[src/rtl/codec_pwr_pkg.sv]
package codec_pwr_pkg;

  localparam int PD_BITS = 8;
  localparam int LINK_SHUT_BIT = 4;

  // strobes from the control half to the power datapath
  typedef struct packed {
    logic coldClr;   // full reset in progress
    logic testHold;  // a test mode is active
    logic linkOff;   // link is not running
  } ctlStrobe_t;

  typedef enum logic [1:0] {
    LS_GAP = 2'd0,   // waiting out the restart gap
    LS_ON  = 2'd1,   // link running
    LS_OFF = 2'd2    // link shut, watching for a wake
  } linkState_t;

endpackage

[src/rtl/cpc_settle_timer.sv]
module cpc_settle_timer #(
  parameter int LIMIT = 16
) (
  input  logic clk,
  input  logic rstHwN,
  input  logic enable,
  output logic ready
);
  localparam int CNT_W = $clog2(LIMIT + 1);

  logic [CNT_W-1:0] count;
  logic             done;

  always_ff @(posedge clk or negedge rstHwN) begin
    if (!rstHwN) begin
      count <= '0;
      done  <= 1'b0;
    end else if (!enable) begin
      count <= '0;
      done  <= 1'b0;
    end else if (!done) begin
      if (count == CNT_W'(LIMIT - 1)) done <= 1'b1;
      count <= count + 1'b1;
    end
  end

  // drops in the same cycle the unit loses power
  assign ready = done & enable;

endmodule

[src/rtl/cpc_reset_ctrl.sv]
module cpc_reset_ctrl
  import codec_pwr_pkg::*;
#(
  parameter int RESTART_CYCLES  = 21,
  parameter int WARM_MIN_CYCLES = 125
) (
  input  logic       clk,
  input  logic       rstHwN,
  input  logic       syncIn,
  input  logic       sdoIn,
  input  logic       bitClkRunning,
  input  logic       slot2End,
  input  logic       regZeroWr,
  input  logic       linkShutReq,
  output logic       fullRst,
  output logic       regRst,
  output logic       linkEn,
  output logic       ateMode,
  output logic       vendorMode,
  output ctlStrobe_t strobe
);
  localparam int GAP_W  = $clog2(RESTART_CYCLES + 1);
  localparam int WARM_W = $clog2(WARM_MIN_CYCLES + 1);

  linkState_t        state;
  logic [GAP_W-1:0]  gapCnt;
  logic [WARM_W-1:0] syncCnt;
  logic              shutPrev;
  logic              shutArmed;
  logic              capturePending;

  always_ff @(posedge clk or negedge rstHwN) begin
    if (!rstHwN) begin
      fullRst        <= 1'b1;
      regRst         <= 1'b1;
      linkEn         <= 1'b0;
      state          <= LS_GAP;
      gapCnt         <= '0;
      syncCnt        <= '0;
      shutPrev       <= 1'b0;
      shutArmed      <= 1'b0;
      capturePending <= 1'b1;
      ateMode        <= 1'b0;
      vendorMode     <= 1'b0;
    end else begin
      fullRst  <= 1'b0;
      regRst   <= regZeroWr;
      shutPrev <= linkShutReq;

      // test strap levels taken at the first edge after release
      if (capturePending) begin
        ateMode        <= sdoIn;
        vendorMode     <= syncIn & ~sdoIn;
        capturePending <= 1'b0;
      end

      // a fresh shutdown request arms; a withdrawn one disarms
      if (linkShutReq && !shutPrev) shutArmed <= 1'b1;
      else if (!linkShutReq)        shutArmed <= 1'b0;

      unique case (state)
        LS_GAP: begin
          if (gapCnt == GAP_W'(RESTART_CYCLES)) begin
            state  <= LS_ON;
            linkEn <= 1'b1;
            gapCnt <= '0;
          end else begin
            gapCnt <= gapCnt + 1'b1;
          end
        end
        LS_ON: begin
          if (shutArmed && slot2End) begin
            state     <= LS_OFF;
            linkEn    <= 1'b0;
            shutArmed <= 1'b0;
            syncCnt   <= '0;
          end
        end
        LS_OFF: begin
          shutArmed <= 1'b0;
          if (syncIn && !bitClkRunning) begin
            if (syncCnt != WARM_W'(WARM_MIN_CYCLES)) syncCnt <= syncCnt + 1'b1;
          end else if (!syncIn && syncCnt == WARM_W'(WARM_MIN_CYCLES)) begin
            state   <= LS_GAP;
            gapCnt  <= '0;
            syncCnt <= '0;
          end else begin
            syncCnt <= '0;
          end
        end
        default: state <= LS_GAP;
      endcase
    end
  end

  assign strobe.coldClr  = fullRst;
  assign strobe.testHold = ateMode | vendorMode;
  assign strobe.linkOff  = ~linkEn;

  // link only drops right after a slot-2 strobe
  a_r4_fall_after_slot2: assert property (@(posedge clk) disable iff (!rstHwN)
    $fell(linkEn) |-> $past(slot2End));

  // test flags never both set
  a_r9_flags_exclusive: assert property (@(posedge clk) disable iff (!rstHwN)
    !(ateMode && vendorMode));

  // test flags frozen once sampled
  a_r9_flags_frozen: assert property (@(posedge clk) disable iff (!rstHwN)
    !$past(capturePending) |-> ($stable(ateMode) && $stable(vendorMode)));

  // register reset outside cold reset comes from a write strobe
  a_r2_regrst_source: assert property (@(posedge clk) disable iff (!rstHwN)
    (regRst && !fullRst) |-> $past(regZeroWr));

endmodule

[src/rtl/cpc_power_path.sv]
module cpc_power_path
  import codec_pwr_pkg::*;
#(
  parameter int VREF_SETTLE = 100,
  parameter int MIX_SETTLE  = 40,
  parameter int DAC_SETTLE  = 30,
  parameter int ADC_SETTLE  = 30
) (
  input  logic       clk,
  input  logic       rstHwN,
  input  ctlStrobe_t strobe,
  input  logic [6:0] pdBits,   // request bits 7,6,5,3,2,1,0
  output logic       pdAdc,
  output logic       pdDac,
  output logic       pdMix,
  output logic       pdVref,
  output logic       pdLink,
  output logic       pdIntClk,
  output logic       pdLineOut,
  output logic       eapd,
  output logic [3:0] readyStat
);
  localparam int NUM_LOAD = 3;   // units that wait on Vref

  function automatic int settleOf(input int idx);
    case (idx)
      0:       settleOf = ADC_SETTLE;
      1:       settleOf = DAC_SETTLE;
      default: settleOf = MIX_SETTLE;
    endcase
  endfunction

  logic                base;
  logic                vrefRdy;
  logic [NUM_LOAD-1:0] loadPd;
  logic [NUM_LOAD-1:0] loadRdy;

  // mixer-with-Vref-off request takes everything analog down
  assign pdVref    = pdBits[3];
  assign pdAdc     = pdBits[0] | pdBits[3];
  assign pdDac     = pdBits[1] | pdBits[3];
  assign pdMix     = pdBits[2] | pdBits[3];
  assign pdIntClk  = pdBits[4];
  assign pdLineOut = pdBits[5];
  assign eapd      = pdBits[6];
  assign pdLink    = strobe.linkOff;

  assign base   = ~strobe.coldClr & ~strobe.testHold;
  assign loadPd = {pdMix, pdDac, pdAdc};

  cpc_settle_timer #(.LIMIT(VREF_SETTLE)) uVref (
    .clk    (clk),
    .rstHwN (rstHwN),
    .enable (base & ~pdVref),
    .ready  (vrefRdy)
  );

  for (genvar i = 0; i < NUM_LOAD; i++) begin : gLoad
    cpc_settle_timer #(.LIMIT(settleOf(i))) uTimer (
      .clk    (clk),
      .rstHwN (rstHwN),
      .enable (base & vrefRdy & ~loadPd[i]),
      .ready  (loadRdy[i])
    );
  end

  assign readyStat = {vrefRdy, loadRdy};

  // no load unit ready without the reference
  a_r8_vref_first: assert property (@(posedge clk) disable iff (!rstHwN)
    (|readyStat[2:0]) |-> readyStat[3]);

  // ADC ready rises only after a powered cycle with Vref up
  a_r8_adc_rise: assert property (@(posedge clk) disable iff (!rstHwN)
    $rose(readyStat[0]) |-> ($past(!pdAdc) && $past(readyStat[3])));

  // test modes keep every ready flag low
  a_r10_test_hold: assert property (@(posedge clk) disable iff (!rstHwN)
    strobe.testHold |-> (readyStat == 4'b0000));

endmodule

[src/rtl/codec_pwr_ctrl.sv]
module codec_pwr_ctrl
  import codec_pwr_pkg::*;
#(
  parameter int RESTART_CYCLES  = 21,
  parameter int WARM_MIN_CYCLES = 125,
  parameter int VREF_SETTLE     = 100,
  parameter int MIX_SETTLE      = 40,
  parameter int DAC_SETTLE      = 30,
  parameter int ADC_SETTLE      = 30
) (
  input  logic       clk,
  input  logic       rstHwN,
  input  logic       syncIn,
  input  logic       sdoIn,
  input  logic       bitClkRunning,
  input  logic       slot2End,
  input  logic       regZeroWr,
  input  logic [7:0] pdReq,
  output logic       fullRst,
  output logic       regRst,
  output logic       linkEn,
  output logic       pdAdc,
  output logic       pdDac,
  output logic       pdMix,
  output logic       pdVref,
  output logic       pdLink,
  output logic       pdIntClk,
  output logic       pdLineOut,
  output logic       eapd,
  output logic [3:0] readyStat,
  output logic       ateMode,
  output logic       vendorMode
);
  ctlStrobe_t strobe;

  cpc_reset_ctrl #(
    .RESTART_CYCLES  (RESTART_CYCLES),
    .WARM_MIN_CYCLES (WARM_MIN_CYCLES)
  ) uCtrl (
    .clk           (clk),
    .rstHwN        (rstHwN),
    .syncIn        (syncIn),
    .sdoIn         (sdoIn),
    .bitClkRunning (bitClkRunning),
    .slot2End      (slot2End),
    .regZeroWr     (regZeroWr),
    .linkShutReq   (pdReq[LINK_SHUT_BIT]),
    .fullRst       (fullRst),
    .regRst        (regRst),
    .linkEn        (linkEn),
    .ateMode       (ateMode),
    .vendorMode    (vendorMode),
    .strobe        (strobe)
  );

  cpc_power_path #(
    .VREF_SETTLE (VREF_SETTLE),
    .MIX_SETTLE  (MIX_SETTLE),
    .DAC_SETTLE  (DAC_SETTLE),
    .ADC_SETTLE  (ADC_SETTLE)
  ) uPath (
    .clk       (clk),
    .rstHwN    (rstHwN),
    .strobe    (strobe),
    .pdBits    ({pdReq[7:5], pdReq[3:0]}),
    .pdAdc     (pdAdc),
    .pdDac     (pdDac),
    .pdMix     (pdMix),
    .pdVref    (pdVref),
    .pdLink    (pdLink),
    .pdIntClk  (pdIntClk),
    .pdLineOut (pdLineOut),
    .eapd      (eapd),
    .readyStat (readyStat)
  );

endmodule

[config.mk]
export PLATFORM = sky130hd
export DESIGN_NAME = codec_pwr_ctrl
export DESIGN_NICKNAME = d
export VERILOG_FILES = /design/src/rtl/codec_pwr_pkg.sv /design/src/rtl/cpc_settle_timer.sv /design/src/rtl/cpc_reset_ctrl.sv /design/src/rtl/cpc_power_path.sv /design/src/rtl/codec_pwr_ctrl.sv
export SDC_FILE = /design/constraint.sdc
export NUM_CORES = 1
export LEC_CHECK = 0
export ABC_AREA = 0
export BUFFER_PORTS_ARGS = -buffer_cell sky130_fd_sc_hd__buf_4
export CAP_MARGIN = 20
export CORE_MARGIN = 3
export CORE_UTILIZATION = 45
export CTS_BUF_LIST = sky130_fd_sc_hd__clkbuf_4 sky130_fd_sc_hd__clkbuf_8 sky130_fd_sc_hd__clkbuf_16
export CTS_CLUSTER_DIAMETER = 60
export DETAILED_ROUTE_END_ITERATION = 16
export GPL_TIMING_DRIVEN = 0
export HOLD_SLACK_MARGIN = 0.03
export PLACE_DENSITY = 0.63
export SLEW_MARGIN = 15
export SYNTH_ARGS = -nofsm -noshare
export SYNTH_HDL_FRONTEND = slang
export SYNTH_SLANG_ARGS = --single-unit
[constraint.sdc]
create_clock -name clk -period 2 [get_ports clk]
set_input_delay 0.1 -clock clk [delete_from_list [all_inputs] [get_ports clk]]
set_output_delay 0.1 -clock clk [all_outputs]
set_load 0.02 [all_outputs]
==> results.yml <==
placement:
  dp_hpwl_um: 3110
  gp_congestion: 0.790
  port_buffers: 28
  place_ws_ns: 0.315
finish:
  final_common_cell: "dfrtp_1"
  diodes: 0
  drive_above_1_share_pct: 23.0
  nNetsFinal: 315
  final_cell_mix: "dfrtp_1 (46), buf_4 (38), nor2_1 (34)"
  syn_to_final_growth_pct: 17.8
critical_path:
  r2r-end: "uCtrl.syncCnt[1]"
  cp_max_fo: 7
  slowest_stage: "dfrtp_1"
  r2r-start: "uCtrl.state[1]"
  r2r_cells: 7
  critPathRequiredTime_ns: 1.90
  crit_path_max_incr_delay_ns: 0.39
  crit_chain: "nor4_2 -> nand2_1 -> or2_1 -> nor2_1 -> buf_4 -> buf_4"
  arrival_ns: 1.78
  start_kind: "flip-flop"
  crit_path_end_kind: "primary output"
  reg2reg_slack_ns: 0.29
  crit_top_cell: "buf_4"
  crit_type: "flip-flop to primary output"
timing:
  fmax_mhz: 533
  timing.final.crit_share_pct: 93.9
  setup_violations: 0
  period_minus_slack_ns: 1.88
  fin_worst_skew_ns: 0.00938
  setup_slack_ns: 0.122
  hold_viol: 0
  drv_slew: 0
  rsz0062_at_grt: "yes"
  fin_setup_tns_ns: 0
  tightest_slew_ns: 0.606
  relSlewSlack_pct: 59.6
worst_hold_path:
  worstHoldStart: "sdoIn"
  hold_path.class: "input pin to flip-flop"
  whs_path_depth: 2
  min_to: "uCtrl.ateMode"
yosys:
  synthSimpleGateAreaFrac_pct: 19.6
  ys_types: 45
  synth_xor_area_share_pct: 7.01
  synth_top_family_by_area: "simple AND/OR/NAND/NOR gates"
  syn_inst: 250
  synthAdderAreaFrac_pct: 7.01
  synthMuxAreaShare_pct: 2.96
  netlist_area_sq_mm: 0.00250
  synth_top_flop_cell: "dfrtp_1"
  async_flop_share_pct: 100
  avgSynthCellArea_sq_um: 9.99
  ys_ff_latch: 48
  synth_edf_count: 0
  synth_fp_nets: 279
  synth-compound-area-share_pct: 9.07
  yosysWarnings: 0
  ys_seq_area_share_pct: 48.2
routing:
  firstDrtPassIters: 4
  vias: 1798
  vias_per_cell: 5.04
  drt_iter0_drc: 52
  wire_per_inst_um: 12.0
  wl_um: 4300
  drc: 0
  ant_nets: 0
clock_tree:
  htreeDepth: 2
  clk_latency_ns: 0.29
  cts_tree: "built"
  cts.reportedPaths.clkPinSlew_ns: 0.08
  cts_buffers: 5
  cts.path.max_buffers: 2
  cts_root_buf: "clkbuf_8"
  clock-sinks: 48
grt:
  grt_pass1_wl_um: 7500
  gr-usage-all-layers_pct: 14.5
  grt_antenna_before_repair: 0
  grt_max_degree: 49
  overflow: 0
  grt_pass1_vias: 1694
floorplanning:
  core-area_sq_mm: 0.00524
  die_w_um: 80.5
  dieArea_sq_mm: 0.00648
  die_height_um: 80.5
  initial_core_util_pct: 47.7
  io_pins: 32
  row_count: 26
job:
  drv_cap: 0
power:
  pwr_density_cell_mw_per_mm2: 886
  ir_drop_mv: 0.565
  leakage_nw: 1.37
outcome:
  status: "complete, no violations"
## worst max-delay path, delay by kind of cell, from the launching register on
kind                   cells  cell delay, ns
and+or+nand+nor            4            0.86
DFF                        1            0.39
buffers and inverters      2            0.23
## report_power, final
part	internal [W]	switching [W]
registers	0.00107	0.000100
clock network	0.000329	0.000302
logic	0.000355	0.000447
total	0.00176	0.000848
## worst max-delay path by stage
stage | startpoint | to | slack, ns | cells past startpoint
2_1_floorplan | uCtrl.state[1] | uCtrl.syncCnt[3] | 0.43 | 6
3_3_place_gp | uCtrl.state[1] | uCtrl.syncCnt[6] | 0.32 | 7
3_5_place_dp | uCtrl.state[1] | uCtrl.syncCnt[1] | 0.32 | 7
4_1_cts | uCtrl.ateMode | readyStat[0] | 0.009 | 7
5_1_grt | uCtrl.ateMode | readyStat[1] | -0.004 | 6
6_report | uCtrl.ateMode | readyStat[1] | 0.12 | 6
## cells by family (layout without fill, tap and decap cells)
| group | count (synthesis) | count (layout) |
|---|---|---|
| AO/OA/AOI/OAI | 35 | 35 |
| XOR/XNOR | 20 | 20 |
| adder cells (fa/ha/maj) | 14 | 14 |
| buffers and inverters | 31 | 68 |
| flip-flops | 48 | 48 |
| multiplexers | 7 | 7 |
| other | 1 | 1 |
| AND/OR/NAND/NOR | 94 | 94 |
## routing by layer
metal / part of all wire [%] / global-route usage (%) / up-vias / wire length [um]
met3: 4.0 / 4.04 / 4 / 171
met4: 0.84 / 3.04 / 0 / 36
met2: 46 / 23.0 / 31 / 1970
met1: 49 / 19.7 / 860 / 2110
li1: - / - / 903 / -
met5: 0 / 0 / - / 0
## synth_stat cells, drive strengths merged (2+ instances only)
| library cell | n | share of area [%] |
|---|---|---|
| nor3b | 2 | 0.60 |
| xnor2 | 7 | 2.5 |
| dfstp | 2 | 2.1 |
| mux2i | 4 | 1.6 |
| nand3 | 10 | 2.2 |
| ha | 14 | 7.0 |
| nor2 | 36 | 5.4 |
| buf | 11 | 3.0 |
| xor2 | 13 | 4.6 |
| o22ai | 2 | 0.50 |
| or2 | 7 | 1.8 |
| clkbuf | 3 | 0.45 |
| dfrtp | 46 | 46 |
| inv | 17 | 2.6 |
| nor4 | 2 | 0.50 |
| o21ai | 9 | 1.8 |
| mux2 | 3 | 1.4 |
| and3 | 2 | 0.50 |
| nand4 | 6 | 1.5 |
| nor2b | 5 | 1.3 |
| a31oi | 4 | 1.0 |
| and4b | 2 | 0.80 |
| or4 | 2 | 0.60 |
| a21oi | 11 | 2.2 |
| nand2 | 14 | 2.4 |
| nand4b | 2 | 0.95 |
## flip-flops by register name, indices dropped and copies added (netlist names), 2 cells and up
name	count
uCtrl.state	2
uCtrl.gapCnt	5
uPath.gLoad.uTimer.count	16
uPath.uVref.count	7
uCtrl.syncCnt	7
uPath.gLoad.uTimer.done	3
## stage by stage
stage / area (sq um) / std cells / util [%] / hold slack (ns) / total power (W)
finish: 2940 / 357 / 56.2 / 0.0500 / 0.00261
global route: 2940 / 357 / 56.2 / 0.0441 / 0.00281
CTS: 2940 / 361 / 56.2 / 0.0411 / 0.00265
detailed placement: 2800 / 348 / 53.4 / 0.160 / 0.00199
global placement: 2800 / 348 / 53.4 / 0.164 / 0.00198
floorplan: 2500 / 250 / - / -0.196 / 0.00176
## repair_timing
action	in CTS	in global routing
endpoints found under the hold margin	48	0
endpoints found under the setup margin	1	3
pin swaps	1	2
hold buffers	3	0
buffers inserted	2	0
resized for setup	0	5
cloned	0	0
## cell type report
class | count | area, sq um
plain buffers | 10 | 67.6
inverters | 17 | 63.8
repair buffers | 33 | 255
multi-input cells | 171 | 1160
flip-flops and latches | 48 | 1200
fillers | 485 | 2300
well taps | 70 | 87.6
clock buffers | 8 | 104
(Power assumes the default switching activity.)
